==> config.mk <==
export PLATFORM = sky130hd
export DESIGN_NAME = reload_alarm_timer
export DESIGN_NICKNAME = d
export VERILOG_FILES = /design/src/rtl/timer_pkg.sv /design/src/rtl/timer_tick_sync.sv /design/src/rtl/timer_prescaler.sv /design/src/rtl/timer_counter.sv /design/src/rtl/reload_alarm_timer.sv
export SDC_FILE = /design/constraint.sdc
export NUM_CORES = 1
export LEC_CHECK = 0
export BUFFER_PORTS_ARGS = -buffer_cell sky130_fd_sc_hd__buf_2
export CORE_MARGIN = 10
export CORE_UTILIZATION = 40
export DETAILED_ROUTE_END_ITERATION = 6
export PLACE_DENSITY_LB_ADDON = 0.05
export SETUP_SLACK_MARGIN = 0.02
export SYNTH_ARGS = -nofsm -noshare
export SYNTH_HDL_FRONTEND = slang
export SYNTH_SLANG_ARGS = --single-unit
==> constraint.sdc <==
create_clock -name clk -period 5.1 [get_ports clk]
set_input_delay 0.765 -clock clk [delete_from_list [all_inputs] [get_ports clk]]
set_output_delay 0.765 -clock clk [all_outputs]
set_load 0.03 [all_outputs]
==> src/rtl/timer_pkg.sv <==
package timer_pkg;

    localparam int DATA_W = 32;

    // byte offsets
    localparam logic [7:0] OFS_CTRL  = 8'h00;
    localparam logic [7:0] OFS_COUNT = 8'h04;
    localparam logic [7:0] OFS_TOP   = 8'h08;
    localparam logic [7:0] OFS_START = 8'h4C;

    // control field positions
    localparam int EXP_LSB  = 0;
    localparam int EXP_W    = 3;
    localparam int SRC_LSB  = 3;
    localparam int SRC_W    = 2;
    localparam int IE_BIT   = 6;
    localparam int FLAG_BIT = 7;

    typedef enum logic [SRC_W-1:0] {
        SRC_OFF   = 2'd0,
        SRC_BUS   = 2'd1,
        SRC_FIXED = 2'd2,
        SRC_RSVD  = 2'd3
    } src_sel_e;

    typedef struct packed {
        logic             flag;
        logic             irq_en;
        src_sel_e         src;
        logic [EXP_W-1:0] div_exp;
    } ctrl_t;

    function automatic logic [DATA_W-1:0] swap_bytes(input logic [DATA_W-1:0] d);
        logic [DATA_W-1:0] r;
        for (int b = 0; b < DATA_W / 8; b++) begin
            r[b*8 +: 8] = d[(DATA_W/8 - 1 - b)*8 +: 8];
        end
        return r;
    endfunction

    function automatic logic [DATA_W-1:0] ctrl_to_word(input ctrl_t c);
        logic [DATA_W-1:0] w;
        w = '0;
        w[EXP_LSB +: EXP_W] = c.div_exp;
        w[SRC_LSB +: SRC_W] = c.src;
        w[IE_BIT]           = c.irq_en;
        w[FLAG_BIT]         = c.flag;
        return w;
    endfunction

endpackage

==> src/rtl/timer_tick_sync.sv <==
module timer_tick_sync #(
    parameter int STAGES = 2
) (
    input  logic clk,
    input  logic rst,
    input  logic tick_async,
    output logic tick_pulse
);
    logic [STAGES-1:0] chain;
    logic              last;

    generate
        for (genvar s = 0; s < STAGES; s++) begin : g_stage
            always_ff @(posedge clk) begin
                if (rst) begin
                    chain[s] <= 1'b0;
                end else if (s == 0) begin
                    chain[s] <= tick_async;
                end else begin
                    chain[s] <= chain[(s == 0) ? 0 : s-1];
                end
            end
        end
    endgenerate

    always_ff @(posedge clk) begin
        if (rst) last <= 1'b0;
        else     last <= chain[STAGES-1];
    end

    assign tick_pulse = chain[STAGES-1] & ~last;

    assert_pulse_single_R4: assert property (@(posedge clk) disable iff (rst)
        tick_pulse |=> !tick_pulse);

endmodule

==> src/rtl/timer_prescaler.sv <==
module timer_prescaler
    import timer_pkg::*;
#(
    parameter int XW = EXP_W
) (
    input  logic          clk,
    input  logic          rst,
    input  src_sel_e      src,
    input  logic [XW-1:0] div_exp,
    input  logic          fixed_pulse,
    output logic          count_en
);
    localparam int DIV_W = (1 << XW) - 1;

    logic [DIV_W-1:0] div_cnt;
    logic [DIV_W-1:0] mask;
    logic             src_tick;

    always_comb begin
        unique case (src)
            SRC_BUS:   src_tick = 1'b1;
            SRC_FIXED: src_tick = fixed_pulse;
            default:   src_tick = 1'b0;
        endcase
    end

    generate
        for (genvar i = 0; i < DIV_W; i++) begin : g_mask
            assign mask[i] = (i < int'(div_exp));
        end
    endgenerate

    always_ff @(posedge clk) begin
        if (rst || src == SRC_OFF) begin
            div_cnt <= '0;
        end else if (src_tick) begin
            div_cnt <= div_cnt + 1'b1;
        end
    end

    assign count_en = src_tick && ((div_cnt & mask) == mask);

    assert_en_needs_src_R3: assert property (@(posedge clk) disable iff (rst)
        count_en |-> (src == SRC_BUS || src == SRC_FIXED));

    assert_div_restart_R5: assert property (@(posedge clk) disable iff (rst)
        (src == SRC_OFF) |=> (div_cnt == '0));

endmodule

==> src/rtl/timer_counter.sv <==
module timer_counter #(
    parameter int CW = 16
) (
    input  logic          clk,
    input  logic          rst,
    input  logic          count_en,
    input  logic          load,
    input  logic [CW-1:0] top_val,
    input  logic [CW-1:0] start_val,
    output logic [CW-1:0] cnt,
    output logic          wrap
);
    assign wrap = count_en && !load && (cnt == top_val);

    always_ff @(posedge clk) begin
        if (rst) begin
            cnt <= '0;
        end else if (load) begin
            cnt <= start_val;
        end else if (count_en) begin
            if (cnt == top_val) cnt <= start_val;
            else                cnt <= cnt + 1'b1;
        end
    end

    assert_reload_at_top_R6: assert property (@(posedge clk) disable iff (rst)
        (count_en && !load && cnt == top_val) |=> (cnt == $past(start_val)));

    assert_write_loads_R9: assert property (@(posedge clk) disable iff (rst)
        load |=> (cnt == $past(start_val)));

    assert_step_R6: assert property (@(posedge clk) disable iff (rst)
        (count_en && !load && cnt != top_val) |=> (cnt == $past(cnt) + 1'b1));

endmodule

==> src/rtl/reload_alarm_timer.sv <==
module reload_alarm_timer
    import timer_pkg::*;
#(
    parameter int ADDR_W      = 8,
    parameter int CNT_W       = 16,
    parameter int SYNC_STAGES = 2,
    parameter bit BIG_ENDIAN  = 1'b0
) (
    input  logic              clk,
    input  logic              rst,
    input  logic              bus_we,
    input  logic [ADDR_W-1:0] bus_addr,
    input  logic [DATA_W-1:0] bus_wdata,
    input  logic              tick_in,
    output logic [DATA_W-1:0] bus_rdata,
    output logic              irq
);
    logic [DATA_W-1:0] wd;
    logic [DATA_W-1:0] rd;
    logic [7:0]        ofs;
    logic              wr_ctrl, wr_count, wr_top, wr_start;
    ctrl_t             ctrl;
    logic [CNT_W-1:0]  top_q, start_q, cnt;
    logic              fixed_pulse, count_en, wrap;
    logic              clear_req;

    generate
        if (BIG_ENDIAN) begin : g_be
            assign wd        = swap_bytes(bus_wdata);
            assign bus_rdata = swap_bytes(rd);
        end else begin : g_le
            assign wd        = bus_wdata;
            assign bus_rdata = rd;
        end
        if (ADDR_W > 8) begin : g_wide
            wire unused_addr_hi = &{1'b0, bus_addr[ADDR_W-1:8]};
            assign ofs = bus_addr[7:0];
        end else begin : g_narrow
            assign ofs = 8'(bus_addr);
        end
    endgenerate

    wire unused_wd_hi = &{1'b0, wd[DATA_W-1:CNT_W]};

    assign wr_ctrl  = bus_we && (ofs == OFS_CTRL);
    assign wr_count = bus_we && (ofs == OFS_COUNT);
    assign wr_top   = bus_we && (ofs == OFS_TOP);
    assign wr_start = bus_we && (ofs == OFS_START);
    assign clear_req = wr_ctrl && !wd[FLAG_BIT];

    always_ff @(posedge clk) begin
        if (rst) begin
            ctrl    <= '0;
            top_q   <= '0;
            start_q <= '0;
        end else begin
            if (wr_ctrl) begin
                ctrl.div_exp <= wd[EXP_LSB +: EXP_W];
                ctrl.src     <= src_sel_e'(wd[SRC_LSB +: SRC_W]);
                ctrl.irq_en  <= wd[IE_BIT];
            end
            if (wrap)           ctrl.flag <= 1'b1;
            else if (clear_req) ctrl.flag <= 1'b0;
            if (wr_top)   top_q   <= wd[CNT_W-1:0];
            if (wr_start) start_q <= wd[CNT_W-1:0];
        end
    end

    timer_tick_sync #(.STAGES(SYNC_STAGES)) u_sync (
        .clk        (clk),
        .rst        (rst),
        .tick_async (tick_in),
        .tick_pulse (fixed_pulse)
    );

    timer_prescaler #(.XW(EXP_W)) u_presc (
        .clk         (clk),
        .rst         (rst),
        .src         (ctrl.src),
        .div_exp     (ctrl.div_exp),
        .fixed_pulse (fixed_pulse),
        .count_en    (count_en)
    );

    timer_counter #(.CW(CNT_W)) u_cnt (
        .clk       (clk),
        .rst       (rst),
        .count_en  (count_en),
        .load      (wr_count),
        .top_val   (top_q),
        .start_val (start_q),
        .cnt       (cnt),
        .wrap      (wrap)
    );

    always_comb begin
        rd = '0;
        unique case (ofs)
            OFS_CTRL:  rd = ctrl_to_word(ctrl);
            OFS_COUNT: rd[CNT_W-1:0] = cnt;
            OFS_TOP:   rd[CNT_W-1:0] = top_q;
            OFS_START: rd[CNT_W-1:0] = start_q;
            default:   rd = '0;
        endcase
    end

    assign irq = ctrl.flag & ctrl.irq_en;

    assert_flag_on_wrap_R7: assert property (@(posedge clk) disable iff (rst)
        wrap |=> ctrl.flag);

    assert_flag_sticky_R8: assert property (@(posedge clk) disable iff (rst)
        (ctrl.flag && !clear_req) |=> ctrl.flag);

    assert_hold_when_off_R3: assert property (@(posedge clk) disable iff (rst)
        (ctrl.src == SRC_OFF && !wr_count) |=> (cnt == $past(cnt)));

    assert_irq_needs_flag_R11: assert property (@(posedge clk) disable iff (rst)
        irq |-> (ctrl.flag && ctrl.irq_en));

endmodule

# Word-level counts from Yosys, hierarchy flattened
# Cells that the tools add are included.
dict set report word_totals {
  input_bits 44
  romBits 0
  latchBits 0
  mem_bits_rw 0
  memories 0
  output_inout_bits 33
  register_bits 65
}
dict set report op_classes {
  magnitude_cmp 7
  bitwise 4
  addsub 2
  n_eq_ne 7
  muxes 7
  shift 0
  n_mul 0
  div 0
  n_reduce_logical 15
}
# cell n
set ops {}
lappend ops {{$pmux W16 S4} 1}
lappend ops {{$mux W16} 3}
lappend ops {{$add A16 B1 Y16 const B} 1}
lappend ops {{$eq A16 B16 Y1} 1}
lappend ops {{$lt A3 B3 Y1 const A} 3}
lappend ops {{$eq A8 B3 Y1 const B} 1}
lappend ops {{$eq A8 B4 Y1 const B} 1}
lappend ops {{$eq A8 B7 Y1 const B} 1}
lappend ops {{$logic_and A1 B1 Y1} 8}
lappend ops {{$logic_not A8 Y1} 1}
lappend ops {{$add A7 B1 Y7 const B} 1}
lappend ops {{$and A7 B7 Y7} 1}
lappend ops {{$eq A7 B7 Y1} 1}
lappend ops {{$lt A1 B3 Y1 const A} 2}
lappend ops {{$lt A2 B3 Y1 const A} 2}
lappend ops {{$reduce_bool A2 Y1} 2}
lappend ops {{$and A1 B1 Y1} 2}
lappend ops {{$eq A2 B1 Y1 const B} 1}
lappend ops {{$eq A2 B2 Y1 const B} 1}
lappend ops {{$logic_not A1 Y1} 2}
lappend ops {{$logic_not A2 Y1} 1}
lappend ops {{$mux W1} 2}
lappend ops {{$pmux W1 S2} 1}
lappend ops {{$logic_or A1 B1 Y1} 1}
lappend ops {{$not A1 Y1} 1}

# Depth between registers and ports, before layout
# Gate-level depths: netlist of run 1.
dict set report depth {
  word_depth 7
  depth_mapped 9
}

# Hierarchy
# From an unflattened synthesis of run 1, not the netlist that was laid out.
dict set report unflattened {
  cells_unflattened 464
  hier_area_um2 4028.9
}
# module cells_each n_inst seq_area_each_um2 area_each_um2
set by_module_without_submodules {}
lappend by_module_without_submodules {reload_alarm_timer 233 1 780.7 2200.9}
lappend by_module_without_submodules {timer_counter 174 1 320.3 1320.0}
lappend by_module_without_submodules {timer_prescaler 50 1 140.1 420.4}
lappend by_module_without_submodules {timer_tick_sync 7 1 60.1 87.6}

# Worst setup path before layout of run 1
# Ideal clock, no wire load.
dict set report synth_timing {
  path_type {input -> output}
  startpoint {input port bus_addr[7]}
  endpoint {output port bus_rdata[0]}
  path_slack_ps 1760
  stages 6
  t_arrival_ps 2575
  required_ps 4335
  cell_sequence {or4_4 or3_1 nor3_1 buf_2 a222oi_1 nand2_1}
}
dict set report synth_between {
  elab_chain_len 2
  word_cells_on_any_way 5
}
# item line
set synth_rtl {}
lappend synth_rtl {{start, declared} reload_alarm_timer.sv:12} ;# input logic [ADDR_W-1:0] bus_addr,
lappend synth_rtl {{$eq A8 B7 Y1, or another cell as far along} reload_alarm_timer.sv:98} ;# unique case (ofs)
lappend synth_rtl {{$pmux W16 S4 (*)} reload_alarm_timer.sv:98}
lappend synth_rtl {{end, declared} reload_alarm_timer.sv:15} ;# output logic [DATA_W-1:0] bus_rdata,
# Mark *: on every way between the ends. The rest lies on a longest branch, timed or not.

# Worst setup path after layout of run 1
dict set report layout_timing {
  startpoint {input port bus_addr[7]}
  endpoint {output port bus_rdata[3]}
}
# Same word-level chain as after synthesis.

==> results of run 1 <==
-- final timing paths --
kind                                                  from                    endpoint  slack (ns)  cells after the start
worst max-delay path                           bus_addr[7]                bus_rdata[3]        1.15                      7
worst min-delay path            u_sync.chain[0]$_SDFF_PP0_  u_sync.chain[1]$_SDFF_PP0_        0.45                      1
worst max register to register        ctrl[4]$_SDFFE_PP0P_   u_cnt.cnt[4]$_SDFFE_PP0P_        2.38                      7
worst min register to register  u_sync.chain[0]$_SDFF_PP0_  u_sync.chain[1]$_SDFF_PP0_        0.45                      1
-- cells by family after synthesis --
| family | count (synthesis) |
|---|---|
| compound gates | 110 |
| xor+xnor | 22 |
| fa+ha+maj | 5 |
| buf+inv | 62 |
| flops | 65 |
| mux | 5 |
| other cells | 1 |
| simple gates | 189 |
-- cell usage in the layout, fill, tap and decap left out, types with 3 or more instances in the layout --
master and n:
nor2_1 17, o32ai_1 10, xnor2_1 17, dfxtp_1 65
nand2_1 95, a221o_1 3, ha_1 5, nor2b_1 6
o21ai_0 10, buf_2 44, mux2i_1 5, or3_1 4
nor3_1 6, conb_1 16, a22oi_1 8, o2bb2ai_1 3
a21oi_1 56, o31a_1 4, nand3_1 32, a222oi_1 6
nand4_1 8, inv_1 16, xor2_1 5, clkbuf_8 10
buf_4 7, nand2b_1 3, nor4_1 4
-- power by group --
part           internal, mW  leakage, nW  total [mW]  switching (mW)
clock network         0.288        0.113       0.495           0.207
registers             0.508        0.524       0.509        0.000779
logic                0.0120        0.767      0.0520          0.0399
-- layout make-up --
| type | instances | area, sq um | share of cell area |
|---|---|---|---|
| clock buffer | 11 | 141.4 | 0.03559 |
| clock inverter | 5 | 78.83 | 0.01984 |
| inverter | 16 | 60.06 | 0.01512 |
| multi-input combinational | 347 | 1983 | 0.4992 |
| sequential | 65 | 1301 | 0.3276 |
| tap | 108 | 135.1 | 0.03402 |
| timing repair buffer | 51 | 272.8 | 0.06866 |
-- flip-flops by register name, summed over array words and instances (netlist names) --
register,count
u_sync.last,1
top_q,16
u_sync.chain,2
start_q,16
ctrl,7
u_cnt.cnt,16
u_presc.div_cnt,7
-- per-layer routing --
layer  vias up  wire length [um]  part of all wire
li1       1646                 -                 -
met1      1571              5185              0.50
met2        89              4579              0.44
met3         9               565             0.054
met4         0               114             0.011
met5         -                 0                 0
-- metrics by stage --
step | total power, mW | hold WS, ns | area [sq um] | util
floorplan | 0.5621 | 0.4138 | 3585 | -
global placement | 0.5724 | 0.4307 | 3752 | 0.4345
detailed placement | 0.5725 | 0.4408 | 3752 | 0.4345
CTS | 1.066 | 0.4599 | 3973 | 0.4600
global route | 1.095 | 0.4711 | 3973 | 0.4600
finish | 1.056 | 0.4517 | 3973 | 0.4600
-- worst max-delay path: cells and delay by family --
family / cells / cell delay (ns)
AND/OR/NAND/NOR: 3 / 1.74
AO/OA/AOI/OAI: 2 / 0.39
buffers and inverters: 2 / 0.29
==> flow_summary.yaml, run 1 <==
status:
  status: "complete, no violations"
critical_path:
  crit_type: "input pin to output pin"
  path_max_fanout: 21
  slowest_stage: "nor3b_4"
  worstPathRequired_ns: 4.34
  cpPeakStageDelay_ns: 0.79
  cp_data_arrival_time_ns: 3.19
  start_kind: "input pin"
  cp_cell_sequence: "buf_2, or4_4, or3_1, nor3b_4, a22o_1, a221o_1, buf_2"
  crit_top_cell: "buf_2"
  worst_setup_path_end_kind: "output pin"
detailed_routing:
  firstDrtPassIters: 5
  vias: 3315
  wl_per_cell_um: 17.32
  routed_wirelength_um: 10440
  ant_nets: 0
  vias_per_cell: 5.498
  drc: 0
  initialDrtViolationCount: 224
cts:
  cts_tree: "yes"
  clockBufferDepth: 2
  postCtsResizedCells: 0
  cts_made_buffers: 9
  ctsHoldBuffers: 0
  cts_setup_buffers: 0
  cts_root_buffer: "clkbuf_8"
  cts_max_level: 3
  insertion_delay_ns: 0.35
  clock_sinks: 65
  clk_pin_slew_worst_paths_ns: 0.07
synthesis:
  synthFlopType: "dfxtp_1"
  synth_commonest_cells: "95 x nand2_1, 65 x dfxtp_1, 56 x a21oi_1"
  synth.cell_area_sq_um: 3528
  synthSimpleGateAreaFrac: 0.2528
  synth_top_family_by_area: "simple AND/OR/NAND/NOR gates"
  yosysWarnings: 0
  ys_seq_area_frac: 0.3688
  synth_top_area_share: 0.3688
  synthCells: 459
  synth_fa_ha_area_frac: 0.01773
  yosys.area.top_type: "dfxtp_1"
  synth_edf_count: 0
  synth-xor-area-share: 0.05461
  synth_top_cells_by_area: "dfxtp_1 37%, nand2_1 10%, a21oi_1 7.9%, nand3_1 4.5%, xnor2_1 4.2%"
  postSynthAreaPerCell_sq_um: 7.687
  synth_compound_area_frac: 0.2021
  synth.mux.area_fraction: 0.01418
  synth_most_common_cell: "nand2_1"
  ys_seq_elements: 65
  synth_cell_type_count: 46
  async_flop_share: 0
sta:
  min_period_ns: 3.950
  fin_crit_sh: 0.7745
  clock_skew_ns: 0.01320
  layout_setup_ws_ns: 1.150
  fin_setup_tns_ns: 0
  fmax_mhz: 253.2
  rsz0062_at_grt: "false"
  drv_slew: 0
  worst_pin_slew_ns: 1.206
  finalSetupViolCount: 0
  slew_headroom: 0.1929
  hold_viol: 0
finish:
  final_nets: 539
  finalNonFillerCells: 603
  diodes: 0
  fill_cells: 930
  drive_gt1_frac: 0.1495
  areaGrowthSynthToFinish_pct: 12.59
power:
  power.density_nw_per_um2: 265.8
  power.leakage_nw: 1.404
  vdd_drop_max_v: 0.0001507
die:
  start_util: 0.4086
  rows: 34
  fp.coreArea_sq_um: 8636
  die_w_um: 113.9
  die_h_um: 113.9
  io_pins: 77
  dieArea_sq_um: 12980
global_routing:
  gr-usage-all-layers: 0.1649
  met1_usage: 0.2298
  antenna_found_initial: 0
  met3_usage: 0.03885
  grt-ovfl-total: 0
  grt.busiest_layer: "met2"
  grt_pass1_wl_um: 17460
  grt_pass1_vias: 3315
  gr-usage-met2: 0.2434
  grt_start_max_net_pins: 61
placed_design:
  dpl_worst_slack_ns: 1.138
  place_hpwl_um: 7399
  place_inst: 587
  gp_congestion: 0.8266
  io_buffer_count: 44
min_path:
  hold_path_class: "flop to flop"
job:
  maxCapViolations: 0
(Power assumes the default switching activity.)
==> run 2: changes to the inputs <==
- clock period: 5.1 -> 3.8 ns (I/O delays scaled with it)
==> run 2 against run 1 <==
Worst hold slack worse by 0.0035 ns. Die area stayed put. Highest routed layer unchanged. Critical path depth is 1 higher. Count of clock-buffer cells in the layout is 2 lower. Sequential power is 34% higher. Worst setup slack worse by 0.51 ns. Utilization is 0.52 points higher. Largest power group is now the clock network. Flip-flop and latch count stayed put. Sequential share of layout area is 0.37 points lower. First-iteration DRC count is 8.9% higher. Final cell count is 0.50% higher. Clock skew is 0.0048 ns lower.
==> flow_summary.yaml, run 2 (same netlist as run 1, synthesis figures left out) <==
power:
  power.density_nw_per_um2: 369.2
  power.leakage_nw: 1.422
  vdd_drop_max_v: 0.0002070
sta:
  hold_viol: 0
  layout_setup_ws_ns: 0.6381
  fin_setup_tns_ns: 0
  worst_pin_slew_ns: 1.262
  finalSetupViolCount: 0
  slew_headroom: 0.1558
  rsz0062_at_grt: "false"
  clock_skew_ns: 0.008386
  fin_crit_sh: 0.8321
  min_period_ns: 3.162
  drv_slew: 0
  whs_ns: 0.4482
  fmax_mhz: 316.3
cts:
  clock_sinks: 65
  cts_setup_buffers: 0
  clk_pin_slew_worst_paths_ns: 0.07
  postCtsResizedCells: 0
  cts_tree: "yes"
  insertion_delay_ns: 0.35
  cts_root_buffer: "clkbuf_8"
  cts_made_buffers: 9
  ctsHoldBuffers: 0
  clockBufferDepth: 2
  cts_max_level: 3
finish:
  finalNonFillerCells: 606
  diodes: 0
  mostFrequentLayoutCells: "95 x nand2_1, 65 x dfxtp_1, 56 x a21oi_1"
  drive_gt1_frac: 0.1566
  areaGrowthSynthToFinish_pct: 13.87
  multi_input_comb_area_sq_um: 1983
  fill_cells: 894
  post-route-util: 0.4652
  final_common_cell: "nand2_1"
  seq_area_sq_um: 1301
  final_nets: 542
  largestRegisters: "start_q x16, top_q x16, u_cnt.cnt x16"
global_routing:
  grt-ovfl-total: 0
  grt_pass1_vias: 3254
  grt_start_max_net_pins: 60
  grt_pass1_wl_um: 17340
  gr-usage-all-layers: 0.1636
  antenna_found_initial: 0
min_path:
  hold_path_end: "u_sync.chain[0]$_SDFF_PP0_"
  worstHoldPathCells: 2
  hp-start: "tick_in"
  hold_path_class: "input pin to flop"
critical_path:
  crit_type: "input pin to output pin"
  slowest_stage: "or4_4"
  timing.rr.end: "u_cnt.cnt[3]$_SDFFE_PP0P_"
  rrSetupSlack_ns: 1.35
  regToRegStartpoint: "u_cnt.cnt[7]$_SDFFE_PP0P_"
  cpPeakStageDelay_ns: 0.56
  start_kind: "input pin"
  worst_setup_path_end_kind: "output pin"
  cp_data_arrival_time_ns: 2.59
  cp_cell_sequence: "buf_2, or4_4, or3_1, nor3b_4, buf_4, a222oi_1, nand2_1, buf_2"
  worstPathRequired_ns: 3.23
  crit_top_cell: "buf_2"
  r2r_cells: 7
  path_max_fanout: 22
die:
  die_w_um: 113.9
  dieArea_sq_um: 12980
  io_pins: 77
  start_util: 0.4086
  fp.coreArea_sq_um: 8636
  die_h_um: 113.9
  rows: 34
detailed_routing:
  wl_per_cell_um: 17.52
  ant_nets: 0
  vias_per_cell: 5.518
  routed_wirelength_um: 10620
  drc: 0
  firstDrtPassIters: 5
  initialDrtViolationCount: 244
  vias: 3344
placed_design:
  dpl_worst_slack_ns: 0.6455
  gp_congestion: 0.8634
  io_buffer_count: 44
  place_hpwl_um: 7550
  place_inst: 590
job:
  maxCapViolations: 0
status:
  status: "complete, no violations"
## run 2: cell count changes in the layout (fill, tap and decap cells not counted)
cell        previous run  this run
buf_4                  7        10
clkbuf_1               1         0
clkinvlp_4             0         2
clkbuf_8              10         9
clkinv_2               2         1
bufinv_16              2         3
## run 2: cell type report
| cell class | count | share of cell area |
|---|---|---|
| clock buffer | 9 | 0.03083 |
| clock inverter | 7 | 0.02959 |
| inverter | 16 | 0.01495 |
| multi-input combinational | 347 | 0.4936 |
| sequential | 65 | 0.3239 |
| tap | 108 | 0.03363 |
| timing repair buffer | 54 | 0.07350 |
## run 2: power by group
part | internal [mW] | total, mW | switching, mW
combinational | 0.0169 | 0.0711 | 0.0542
clock | 0.435 | 0.729 | 0.294
sequential | 0.682 | 0.683 | 0.000979
total | 1.13 | 1.48 | 0.349
## run 2: how the worst max path moves through the flow
stage,start,slack (ns),to,cells past startpoint
CTS,bus_addr[7],0.64,bus_rdata[0],8
floorplan,bus_addr[7],0.85,bus_rdata[0],6
global route,bus_addr[7],0.52,bus_rdata[7],8
detailed placement,bus_addr[7],0.65,bus_rdata[0],8
finish,bus_addr[7],0.64,bus_rdata[0],8
global placement,bus_addr[7],0.66,bus_rdata[0],8
## run 2: worst max-delay path, delay by kind of cell
kind                   cells  cell delay, ns
AOI/OAI and AO/OA          1            0.15
buffers and inverters      3            0.60
and+or+nand+nor            4            1.26
## run 2: routing by layer
metal	global-route usage	vias up	wire, um	part of all wire
li1	-	1649	-	-
met1	0.2268	1573	4968	0.47
met2	0.2437	106	4710	0.44
met3	0.03937	16	789	0.074
met4	0.05013	0	148	0.014
met5	0	-	0	0
## run 2: per-stage QoR
stage | cell area, sq um | total power, mW
floorplan | 3585 | 0.7544
global placement | 3775 | 0.7688
detailed placement | 3775 | 0.7696
CTS | 4018 | 1.497
global route | 4018 | 1.532
finish | 4018 | 1.483
